--- src/rtl/ett_pkg.sv ---
package ett_pkg;
  localparam int NUM_CH      = 1;
  localparam int ID_LEG_BIT  = 15;
  localparam int ROUTE_LSB   = 4;

  localparam logic [2:0] A_ID    = 3'd0;
  localparam logic [2:0] A_TICK  = 3'd1;
  localparam logic [2:0] A_GCFG  = 3'd2;
  localparam logic [2:0] A_CNT   = 3'd3;
  localparam logic [2:0] A_CNTHI = 3'd4;
  localparam logic [2:0] A_CCFG  = 3'd5;
  localparam logic [2:0] A_CMP   = 3'd6;
  localparam logic [2:0] A_STS   = 3'd7;

  typedef enum logic [1:0] {
    LD_IDLE = 2'd0,
    LD_CMP  = 2'd1,
    LD_PER  = 2'd2
  } ld_state_e;
endpackage

--- src/rtl/ett_counter.sv ---
module ett_counter #(
  parameter int DW = 32
) (
  input  logic          clk,
  input  logic          rst,
  input  logic          run,
  input  logic          load,
  input  logic [DW-1:0] load_val,
  output logic [DW-1:0] cnt
);
  always_ff @(posedge clk) begin
    if (rst)       cnt <= '0;
    else if (load) cnt <= load_val;
    else if (run)  cnt <= cnt + DW'(1);
  end
endmodule

--- src/rtl/ett_channel.sv ---
module ett_channel
  import ett_pkg::*;
#(
  parameter int DW = 32,
  parameter int RW = 3
) (
  input  logic          clk,
  input  logic          rst,
  input  logic          run,
  input  logic [DW-1:0] cnt,
  input  logic          cfg_wr,
  input  logic          cfg_en,
  input  logic          cfg_per,
  input  logic          cfg_arm,
  input  logic [RW-1:0] cfg_route,
  input  logic          cmp_wr,
  input  logic [DW-1:0] wdata,
  input  logic          sts_clr,
  output logic          en,
  output logic          per_mode,
  output logic          armed,
  output logic [RW-1:0] route,
  output logic [DW-1:0] cmp,
  output logic [DW-1:0] period,
  output logic          sts,
  output logic          match
);
  ld_state_e ld_q;

  assign match = run && (cnt == cmp);
  assign armed = (ld_q != LD_IDLE);

  always_ff @(posedge clk) begin
    if (rst) begin
      en       <= 1'b0;
      per_mode <= 1'b0;
      route    <= '0;
      ld_q     <= LD_IDLE;
    end else if (cfg_wr) begin
      en       <= cfg_en;
      per_mode <= cfg_per;
      route    <= cfg_route;
      ld_q     <= (cfg_arm && cfg_per) ? LD_CMP : LD_IDLE;
    end else if (cmp_wr) begin
      ld_q     <= (ld_q == LD_CMP) ? LD_PER : LD_IDLE;
    end
  end

  always_ff @(posedge clk) begin
    if (rst) begin
      cmp    <= '1;
      period <= '0;
    end else if (cmp_wr && !cfg_wr) begin
      if (ld_q == LD_PER) period <= wdata;
      else                cmp    <= wdata;
    end else if (match && per_mode) begin
      cmp <= cmp + period;
    end
  end

  always_ff @(posedge clk) begin
    if (rst)          sts <= 1'b0;
    else if (match)   sts <= 1'b1;
    else if (sts_clr) sts <= 1'b0;
  end
endmodule

--- src/rtl/ett_irq_route.sv ---
module ett_irq_route #(
  parameter int NLINES = 8,
  parameter int RW     = 3
) (
  input  logic              clk,
  input  logic              rst,
  input  logic              fire,
  input  logic              legacy,
  input  logic [RW-1:0]     route,
  output logic              irq_legacy,
  output logic [NLINES-1:0] irq_lines
);
  always_ff @(posedge clk) begin
    if (rst) irq_legacy <= 1'b0;
    else     irq_legacy <= fire && legacy;
  end

  for (genvar g = 0; g < NLINES; g++) begin : g_line
    always_ff @(posedge clk) begin
      if (rst) irq_lines[g] <= 1'b0;
      else     irq_lines[g] <= fire && !legacy && (route == RW'(g));
    end
  end
endmodule

--- src/rtl/evt_timer.sv ---
module evt_timer
  import ett_pkg::*;
#(
  parameter int DW      = 32,
  parameter int NLINES  = 8,
  parameter int TICK_FS = 69841279
) (
  input  logic              clk,
  input  logic              rst,
  input  logic              bus_wr,
  input  logic              bus_rd,
  input  logic [2:0]        bus_addr,
  input  logic [DW-1:0]     bus_wdata,
  output logic [DW-1:0]     bus_rdata,
  output logic              irq_legacy,
  output logic [NLINES-1:0] irq_lines
);
  localparam int RW = (NLINES > 1) ? $clog2(NLINES) : 1;
  localparam logic [DW-1:0] ID_VAL = (DW'(1) << ID_LEG_BIT) | DW'(NUM_CH - 1);

  logic          run_q, legacy_q;
  logic          cnt_wr, cfg_wr, cmp_wr, sts_clr;
  logic [DW-1:0] cnt;
  logic          en, per_mode, armed, sts, match;
  logic [RW-1:0] route;
  logic [DW-1:0] cmp, period;
  logic [DW-1:0] ccfg_rd;

  assign cnt_wr  = bus_wr && (bus_addr == A_CNT);
  assign cfg_wr  = bus_wr && (bus_addr == A_CCFG);
  assign cmp_wr  = bus_wr && (bus_addr == A_CMP);
  assign sts_clr = bus_wr && (bus_addr == A_STS) && bus_wdata[0];

  always_ff @(posedge clk) begin
    if (rst) begin
      run_q    <= 1'b0;
      legacy_q <= 1'b0;
    end else if (bus_wr && (bus_addr == A_GCFG)) begin
      run_q    <= bus_wdata[0];
      legacy_q <= bus_wdata[1];
    end
  end

  ett_counter #(.DW(DW)) u_cnt (
    .clk(clk), .rst(rst), .run(run_q), .load(cnt_wr),
    .load_val(bus_wdata), .cnt(cnt)
  );

  ett_channel #(.DW(DW), .RW(RW)) u_ch0 (
    .clk(clk), .rst(rst), .run(run_q), .cnt(cnt),
    .cfg_wr(cfg_wr), .cfg_en(bus_wdata[0]), .cfg_per(bus_wdata[1]),
    .cfg_arm(bus_wdata[2]), .cfg_route(bus_wdata[ROUTE_LSB +: RW]),
    .cmp_wr(cmp_wr), .wdata(bus_wdata), .sts_clr(sts_clr),
    .en(en), .per_mode(per_mode), .armed(armed), .route(route),
    .cmp(cmp), .period(period), .sts(sts), .match(match)
  );

  ett_irq_route #(.NLINES(NLINES), .RW(RW)) u_route (
    .clk(clk), .rst(rst), .fire(sts && en), .legacy(legacy_q),
    .route(route), .irq_legacy(irq_legacy), .irq_lines(irq_lines)
  );

  always_comb begin
    ccfg_rd                 = '0;
    ccfg_rd[0]              = en;
    ccfg_rd[1]              = per_mode;
    ccfg_rd[2]              = armed;
    ccfg_rd[3]              = 1'b1;
    ccfg_rd[ROUTE_LSB +: RW] = route;
  end

  always_ff @(posedge clk) begin
    if (rst) bus_rdata <= '0;
    else if (bus_rd) begin
      case (bus_addr)
        A_ID:    bus_rdata <= ID_VAL;
        A_TICK:  bus_rdata <= DW'(TICK_FS);
        A_GCFG:  bus_rdata <= {{(DW-2){1'b0}}, legacy_q, run_q};
        A_CNT:   bus_rdata <= cnt;
        A_CNTHI: bus_rdata <= '0;
        A_CCFG:  bus_rdata <= ccfg_rd;
        A_CMP:   bus_rdata <= cmp;
        default: bus_rdata <= {{(DW-1){1'b0}}, sts};
      endcase
    end
  end
endmodule

--- config.mk ---
export PLATFORM = sky130hd
export DESIGN_NAME = evt_timer
export DESIGN_NICKNAME = d
export VERILOG_FILES = /design/src/rtl/ett_pkg.sv /design/src/rtl/ett_counter.sv /design/src/rtl/ett_channel.sv /design/src/rtl/ett_irq_route.sv /design/src/rtl/evt_timer.sv
export SDC_FILE = /design/constraint.sdc
export NUM_CORES = 1
export LEC_CHECK = 0
export ABC_AREA = 1
export BUFFER_PORTS_ARGS = -buffer_cell sky130_fd_sc_hd__buf_2
export CAP_MARGIN = 15
export CORE_MARGIN = 8
export CORE_UTILIZATION = 56
export CTS_CLUSTER_DIAMETER = 30
export DETAILED_ROUTE_END_ITERATION = 8
export PLACE_DENSITY = 0.75
export SETUP_SLACK_MARGIN = 0.15
export SLEW_MARGIN = 20
export SYNTH_ARGS = -nofsm -noshare
export SYNTH_HDL_FRONTEND = slang
export SYNTH_SLANG_ARGS = --single-unit
--- constraint.sdc ---
create_clock -name clk -period 2.4 [get_ports clk]
set_clock_uncertainty 0.2 [all_clocks]
set_input_delay 0.48 -clock clk [delete_from_list [all_inputs] [get_ports clk]]
set_output_delay 0.48 -clock clk [all_outputs]
set_load 0.005 [all_outputs]
# Yosys cells after proc, flatten, opt, wreduce, memory -nomap -nowiden
# Index checks and enable logic that the tools add are counted.
[word_totals]
regBits = 147
latch_bits = 0
ram_bits = 0
romBits = 0
input_bits = 39
output_inout_bits = 41
elab_cells = 84
memories = 0
[op_classes]
n_addsub = 2
mul = 0
n_div = 0
magnitude_cmp = 0
eq_ne = 18
shift = 0
muxes = 12
bitwise_logic = 0
n_reduce_logical = 32
[ops]
columns = ["cell", "n"]
rows = [
  ["32-bit one-hot mux with 7 select lines", 1],
  ["32-bit 2-to-1 mux", 5],
  ["32-bit by 1-bit adder with 32-bit output (second input constant)", 1],
  ["32-bit adder", 1],
  ["32-bit equality test", 1],
  ["3-bit equality test (second input constant)", 8],
  ["1-bit logical AND", 21],
  ["3-bit by 2-bit equality test with 1-bit output (second input constant)", 4],
  ["2-bit nonzero test", 5],
  ["3-bit by 1-bit equality test with 1-bit output (second input constant)", 2],
  ["3-bit logical NOT", 2],
  ["2-bit 2-to-1 mux", 3],
  ["2-bit AND reduction", 2],
  ["1-bit 2-to-1 mux", 3],
  ["2-bit by 1-bit equality test with 1-bit output (second input constant)", 1],
  ["2-bit equality test (second input constant)", 1],
  ["1-bit logical NOT", 2],
  ["2-bit != test (second input constant)", 1],
]

# Logic depth before layout (Yosys ltp)
# Gate-level depths: netlist of run 1.
[logic_depth]
ltp_word = 6
depth_mapped = 16
mapped_depth_nobuf = 16

# By module
# From an unflattened synthesis of run 1, not the netlist that was laid out.
[hier_totals]
cells_unflattened = 1746
area_unflattened_um2 = 10367.4
[modules_own_cells]
columns = ["module", "instances", "cells_each", "area_per_inst_um2", "seq_area_each_um2"]
rows = [
  ["ett_channel", 1, 1090, 6045.8, 1441.4],
  ["ett_counter", 1, 340, 2194.6, 640.6],
  ["evt_timer", 1, 284, 1858.0, 680.7],
  ["ett_irq_route", 1, 32, 269.0, 180.2],
]

# Worst setup path before layout of run 1
# OpenSTA, ideal clock, no wires.
[synth_timing]
path_kind = "reg-to-reg"
start = "register u_ch0.cmp[0]"
end = "register u_ch0.cmp[30]"
setup_time_ns = 0.117
arrival_ns = 1.767
required_ns = 2.083
slack_ns = 0.316
path_stages_with_launch = 15
path_buffers = 0
synth_period_minus_slack_ns = 2.084
path_cell_list = "dfxtp_1 ha_1 fa_1 nand3_1 nand3_1 nand2_1 nand2_1 nand2_1 nand2_1 nand2_1 nand3_1 nand3_1 nand2_1 nand2_1 nand2_1"
[synth_between]
elab_chain_len = 5
word_cells_on_any_way = 8
cone_classes = "add/sub (1); eq/ne (1); mux (2); reduce/logical (4)"
[synth_rtl]
columns = ["element", "line", "rtl"]
rows = [
  ["start: declaration", "ett_channel.sv:23", "output logic [DW-1:0] cmp,"],
  ["start signal: assignment", "ett_channel.sv:55", "else cmp <= wdata;"],
  ["start signal: assignment", "ett_channel.sv:57", "cmp <= cmp + period;"],
  ["branches (longest 5 deep; another with 32-bit adder)", "-", ""],
]
# Several ways; the timed one is not identified. The select of a mux whose other input is x is not followed.
# A chain may end at the register's enable or synchronous reset.

# Worst setup path in the final report of run 1
[layout_timing]
start = "register u_ch0.cmp[24]"
end = "register u_ch0.cmp[29]"
# Same word-level chain as after synthesis.

==> results of run 1 <==
repair_timing:
item | CTS | global route
buffers inserted | 0 | 2
pin swaps | 0 | 8
hold buffers | 0 | 0
gates cloned | 0 | 0
gates resized for setup | 14 | 112
setup endpoints to repair | 20 | 39
path summary, 6_finish.rpt:
path            startpoint          endpoint  slack (ps)  cells after the start
min reg2reg  bus_rdata[28]     bus_rdata[28]         260                      2
max reg2reg  u_ch0.cmp[24]     u_ch0.cmp[29]         230                     11
max          u_ch0.cmp[24]     u_ch0.cmp[29]         230                     11
min          bus_wdata[21]  u_ch0.period[21]         140                      3
report_power, final:
part / total (mW) / leakage, nW / internal (mW) / switching (mW)
Clock: 2.52 / 0.268 / 1.40 / 1.12
Sequential: 2.56 / 1.19 / 2.49 / 0.0663
Combinational: 0.791 / 4.15 / 0.286 / 0.505
synth_stat cells, types with 2 or more instances:
master	instances	area, um^2
xnor2_1	8	70.1
nand3_2	2	20.0
and2_1	4	25.0
nand2_2	2	12.5
buf_6	4	45.0
nor2_1	126	473
a211oi_1	2	15.0
inv_1	208	781
nor3_4	2	32.5
ha_1	32	400
nand4_1	20	125
a31oi_1	16	100
nand3b_1	6	45.0
nand3_1	97	485
buf_4	2	15.0
nor2_2	9	56.3
nor3_1	24	120
clkbuf_1	29	109
buf_2	18	90.1
inv_2	11	41.3
o211ai_1	6	45.0
o21ai_0	96	480
dfxtp_1	147	2940
nand2_1	555	2080
clkbuf_2	3	15.0
or2_2	5	31.3
o22ai_1	25	156
a21oi_1	101	505
buf_1	3	11.3
xor2_1	24	210
state kept, by name, indices dropped and copies added (netlist names):
register	flops
bus_rdata	32
u_ch0.cmp	32
u_ch0.period	32
u_cnt.cnt	32
u_route.irq_lines	8
u_ch0.route	3
u_ch0.ld_q	2
legacy_q	1
run_q	1
u_ch0.en	1
u_ch0.per_mode	1
u_ch0.sts	1
u_route.irq_legacy	1
layout make-up:
class | instances | area [um^2] | area share
Clock buffer | 20 | 467 | 0.0402
Multi-Input combinational cell | 1172 | 6080 | 0.523
Inverter | 220 | 828 | 0.0713
Sequential cell | 147 | 2990 | 0.257
Timing Repair Buffer | 136 | 902 | 0.0776
Tap cell | 225 | 282 | 0.0242
Clock inverter | 12 | 82.6 | 0.00711
metrics by stage:
stage | utilization | std cells | cell area, um^2 | hold WS, ps | total power [mW]
floorplan | - | 1598 | 9650 | 244 | 3.04
global placement | 0.617 | 1898 | 10500 | 249 | 3.33
detailed placement | 0.617 | 1898 | 10500 | 253 | 3.33
CTS | 0.652 | 1930 | 11100 | 119 | 5.82
global route | 0.681 | 1932 | 11600 | 126 | 6.07
finish | 0.681 | 1932 | 11600 | 137 | 5.87
critical path, stage by stage, from the launching register on:
cell and delay (ps):
dfxtp_2 410, ha_2 340, nand2_2 130, inv_1 60
a21oi_1 220, o21ai_0 110, nor2_1 210, nand3_1 120
nand3_1 110, nand2_1 50, nand2_1 50, nand2_1 50
kinds of logic after synthesis:
| group | count (synthesis) | synth area share |
|---|---|---|
| fa+ha+maj | 33 | 0.0436 |
| buf+inv | 279 | 0.115 |
| compound gates | 252 | 0.140 |
| xor+xnor | 32 | 0.0291 |
| simple gates | 855 | 0.367 |
| flops | 147 | 0.305 |
placed cells by master, fill, tap and decap left out, drive strengths merged:
| cell type | instances |
|---|---|
| a211oi | 2 |
| a21oi | 101 |
| a221o | 1 |
| a31oi | 16 |
| and2 | 4 |
| buf | 136 |
| clkbuf | 20 |
| clkinv | 8 |
| clkinvlp | 3 |
| dfxtp | 147 |
| fa | 1 |
| ha | 32 |
| inv | 221 |
| nand2 | 558 |
| nand3 | 99 |
| nand3b | 6 |
| nand4 | 20 |
| nor2 | 136 |
| nor3 | 26 |
| nor4 | 1 |
| o2111ai | 1 |
| o211ai | 6 |
| o21ai | 97 |
| o21bai | 1 |
| o221ai | 1 |
| o22ai | 25 |
| o31ai | 1 |
| or2 | 5 |
| xnor2 | 8 |
| xor2 | 24 |
metal layers:
metal,global-route usage,vias up,part of all wire
met5,0,-,0
met3,0.0464,53,0.086
met4,0.0984,0,0.021
met2,0.443,474,0.45
li1,-,5281,-
met1,0.405,4807,0.45
==> results by group, run 1 <==
STA
  • Worst Slack Setup Final: between 200 and 250 ps
  • Endpoints failing setup: 0
  • RSZ-0062 raised after global routing: true
  • Worst-Margin Slew: about 490 ps
  • Setup tns final: 0 ps
  • Final Cycle Share: 0.904
  • Period minus WS final: about 2200 ps
  • Slew HR: 0.674
  • Fin. Hold Viols: 0
  • F_max: ~0.46 GHz
  • Max Slew Vio Count: 0

Job
  • Max_cap viols: 0

Die
  • Die span in y: around 150 um
  • Starting Density: 0.566
  • I/O pin count: 80
  • Die area: about 22000 um^2
  • # rows: 48
  • Die Wd: between 100 and 150 um
  • Core region area: 17100 um^2

Power
  • Max VDD drop: 0.507 mV
  • PwrDens: 505 nW/um^2
  • Leak: approximately 5.6 nW

Yosys
  • #FFs+latches synth: ~150
  • Synth Net Count: 1670
  • Ys Warns: 0
  • Syn Inst Count: 1598
  • Post-synth EDFFs: 0
  • Avg Synthesized Cell Area: 6.04 um^2
  • Netlist cell types: 41
  • Ys flop type: dfxtp_1
  • Post-synthesis sequential area ratio: 0.305
  • Async set-or-reset flop fraction in the synthesized netlist: 0
  • Post-Syn Area: around 9600 um^2

Clock tree
  • Clk_lat worst skew: 430 ps
  • Root Buffer: clkbuf_16
  • CTS tree: done
  • Largest buffer count on any clock path: 2
  • H-tree levels: 4
  • CTS buffer count: 17
  • Clock-pin slew on the worst setup and hold paths: approximately 70 ps
  • Clock sinks: 147

Cells and area
  • Fill count: about 1600
  • Area grow syn2layout: 20.5%
  • Final #Nets: 1766
  • Antenna Cells: 0
  • Share of layout cells above drive strength 1: 0.178

GRT
  • Largest net degree at the start of global routing: 67
  • All-layer global routing usage: 0.290
  • Vias in the first global route: 9583
  • First-pass GRT wire length: ~50000 um
  • Antenna violations before repair: 0
  • Total grt overflow: 0

Placed design
  • Port bufs: 79
  • Dpl ws: 50.3 ps
  • Dpl hpwl: ~24000 um
  • Final Wtd Congestion: 0.983

Detailed routing
  • Avg WL per Cell: ~17 um
  • DR iter-0 viols: 1255
  • DRC violations left: 0
  • Via density per instance: between 5 and 6
  • Total number of vias: 10600
  • Final ANT Viol Nets: 0
  • WL final: roughly 32000 um
  • 1st-pass router iterations: 6

Worst setup path
  • CP Capture Type: flip-flop
  • WS Path Type: reg -> reg
  • Startpoint types: flip-flop
  • Worst path arrival time: about 2300 ps
  • Critical Path Fanout Max: 6
  • Critical Path RT: ~2500 ps

Hold path
  • Hold crit path type: in -> reg

Run status
  • Run status: finished, final reports clean
Power figures use the tool's default switching activity.
==> run 2, diff against run 1 <==
--- a/config.mk
+++ b/config.mk
@@ -9,10 +9,9 @@
 export BUFFER_PORTS_ARGS = -buffer_cell sky130_fd_sc_hd__buf_2
 export CAP_MARGIN = 15
 export CORE_MARGIN = 8
-export CORE_UTILIZATION = 56
+export CORE_UTILIZATION = 45
 export CTS_CLUSTER_DIAMETER = 30
 export DETAILED_ROUTE_END_ITERATION = 8
-export PLACE_DENSITY = 0.75
 export SETUP_SLACK_MARGIN = 0.15
 export SLEW_MARGIN = 20
 export SYNTH_ARGS = -nofsm -noshare
==> run 2 against run 1 <==
  * Largest power group is now clock
  * Global-route usage decreased by 4.2 points
  * Clock power increased by 17%
  * Critical endpoint is now u_ch0.cmp[30]
  * Flip-flop and latch count unchanged
  * Fmax decreased by 0.17%
  * First-iteration DRC count decreased by 19%
  * Worst setup slack got worse by 3.7 ps
  * Cell count increased by 2.9%
  * Total power increased by 7.3%
  * Sequential share of layout area decreased by 0.40 points
  * Combinational power about the same
==> results by group, run 2 (synthesized netlist as in run 1, its figures left out) <==
Clock tree
  • Clock-pin slew on the worst setup and hold paths: 60 ps (about the same)
  • Clock sinks: 147 (unchanged)
  • Clk_lat worst skew: 420 ps (about the same)
  • CTS buffer count: 17 (unchanged)
  • Largest buffer count on any clock path: 2 (unchanged)
  • CTS tree: done
  • H-tree levels: 4 (unchanged)
  • Root Buffer: clkbuf_16

STA
  • Fin. Hold Viols: 0 (unchanged)
  • Slew HR: 0.643 (-0.0315)
  • Max Slew Vio Count: 0 (unchanged)
  • Setup tns final: 0 ps (unchanged)
  • Period minus WS final: 2170 ps (+3.67 ps)
  • Final Cycle Share: 0.905 (+0.00153)
  • Worst-Margin Slew: 535 ps (+46.6 ps)
  • Endpoints failing setup: 0 (unchanged)
  • RSZ-0062 raised after global routing: true
  • Worst Slack Setup Final: 228 ps (-3.67 ps)
  • F_max: 0.460 GHz (-0.17%)

Die
  • Die Wd: 162 um (+10%)
  • Die span in y: 162 um (+10%)
  • I/O pin count: 80 (unchanged)
  • # rows: 53 (+10%)
  • Starting Density: 0.459 (-0.107)
  • Die area: 26400 um^2 (+22%)
  • Core region area: 21000 um^2 (+23%)

Cells and area
  • Antenna Cells: 0 (unchanged)
  • Final #Nets: 1772 (+0.34%)
  • Area grow syn2layout: 21.9%
  • Commonest non-fill, non-tap cell in the layout: nand2_1
  • Post-route cell area: 11800 um^2 (+1.2%)
  • Share of layout cells above drive strength 1: 0.178 (+0.000546)
  • Commonest cells after routing, fill and taps aside: nand2_1 (538), inv_1 (207), dfxtp_1 (126)
  • Fin util: 0.560 (-0.122)

Worst setup path
  • CP Capture Type: flip-flop
  • Startpoint types: flip-flop
  • Crit-path slowest cell: ha_1
  • Critical Path RT: 2510 ps (about the same)
  • WS Path Type: reg -> reg
  • Worst path max stage delay: 380 ps (-30 ps)
  • Critical path buffer and inverter count: 1 (unchanged)
  • CP Depth: 12 (+1)
  • Worst r2r path cells: 12 (+1)
  • Worst path arrival time: 2280 ps (about the same)
  • CP most frequent cell: nand2_1
  • Crit-path leading delay family: simple AND/OR/NAND/NOR gates
  • R2R Setup Slk: 230 ps (about the same)
  • Critical Path Fanout Max: 4 (-2)
  • Worst path cell trace: ha_1 -> inv_1 -> o21ai_0 -> nand3_1 -> nand3_1 -> nor2_1 -> nand2_1 -> nand2_1 -> nand3_1 -> nand2_1 -> nand2_1 -> nand2_1

Placed design
  • Dpl hpwl: 25700 um (+5.0%)
  • Final Wtd Congestion: 0.939 (-4.5%)
  • Port bufs: 79 (unchanged)
  • Dpl ws: 39.3 ps (-11.0 ps)
  • Dpl cell area: 10600 um^2 (+1.0%)

Power
  • Pwr Total: 6.30 mW (+7.3%)
  • Max VDD drop: 0.362 mV (-29%)
  • PwrDens: 536 nW/um^2 (+6.0%)
  • Leak: 5.66 nW (+0.95%)

Detailed routing
  • DR iter-0 viols: 1011 (-19%)
  • Final ANT Viol Nets: 0 (unchanged)
  • Total number of vias: 10400 (-1.7%)
  • WL final: 33500 um (+3.2%)
  • Via density per instance: 5.25 (-4.5%)
  • DRC violations left: 0 (unchanged)
  • Avg WL per Cell: 16.8 um (+0.30%)
  • 1st-pass router iterations: 5 (-1)

Hold path
  • WHS Path Cells: 3 (unchanged)
  • Hold crit path type: in -> reg

GRT
  • Vias in the first global route: 9473 (-1.1%)
  • First-pass GRT wire length: 52200 um (+3.5%)
  • All-layer global routing usage: 0.248 (-0.0416)
  • Largest net degree at the start of global routing: 67 (unchanged)
  • Total grt overflow: 0 (unchanged)
  • Antenna violations before repair: 0 (unchanged)

Job
  • Max_cap viols: 0 (unchanged)

Run status
  • Run status: finished, final reports clean
-- run 2: cell count changes in the layout (fill, tap and decap cells not counted), moves of 3 or more --
cell,before,now
dfxtp_4,5,2
bufinv_16,0,4
ha_2,4,9
buf_4,50,54
dfxtp_1,123,126
ha_4,21,16
-- run 2: timing repair --
| action | in CTS | in global routing |
|---|---|---|
| pin swaps | 0 | 13 |
| setup endpoints to repair | 27 | 37 |
| hold endpoints to repair | 0 | 0 |
| hold buffers | 0 | 0 |
| setup buffers | 0 | 4 |
| resized for setup | 8 | 107 |
-- run 2: report_power, final --
group          switching (mW)  total, mW  internal [mW]
logic                   0.510      0.794          0.284
registers              0.0627       2.56           2.50
clock network            1.12       2.95           1.83
total                    1.69       6.30           4.61
-- run 2: per-stage QoR --
| step | hold WS (ps) | cells |
|---|---|---|
| finish | 121 | 1988 |
| global route | 139 | 1988 |
| CTS | 111 | 1984 |
| detailed placement | 252 | 1952 |
| global placement | 248 | 1952 |
| floorplan | 244 | 1598 |
-- run 2: worst min-delay path, delay by kind of cell --
family	cells	cell delay [ps]
buffers and inverters	1	100
and+or+nand+nor	2	120
-- run 2: worst paths after layout --
check	start	to
setup / recovery	u_ch0.cmp[27]	u_ch0.cmp[30]
hold / removal	bus_wdata[29]	u_ch0.period[29]
setup reg to reg	u_ch0.cmp[27]	u_ch0.cmp[30]
hold reg to reg	bus_rdata[12]	bus_rdata[12]
-- run 2: routing by layer --
layer | wire length [um] | track usage
met5 | 0 | 0
met4 | 512 | 0.0614
met3 | 2200 | 0.0316
met2 | 14600 | 0.379
met1 | 16200 | 0.361
-- run 2: layout make-up --
class                           count  area (um^2)
Multi-Input combinational cell   1172         6010
Sequential cell                   147         2970
Fill cell                        2132         9260
Timing Repair Buffer              142          963
Tap cell                          275          344
Clock buffer                       20          467
Clock inverter                     12          176
Inverter                          220          831
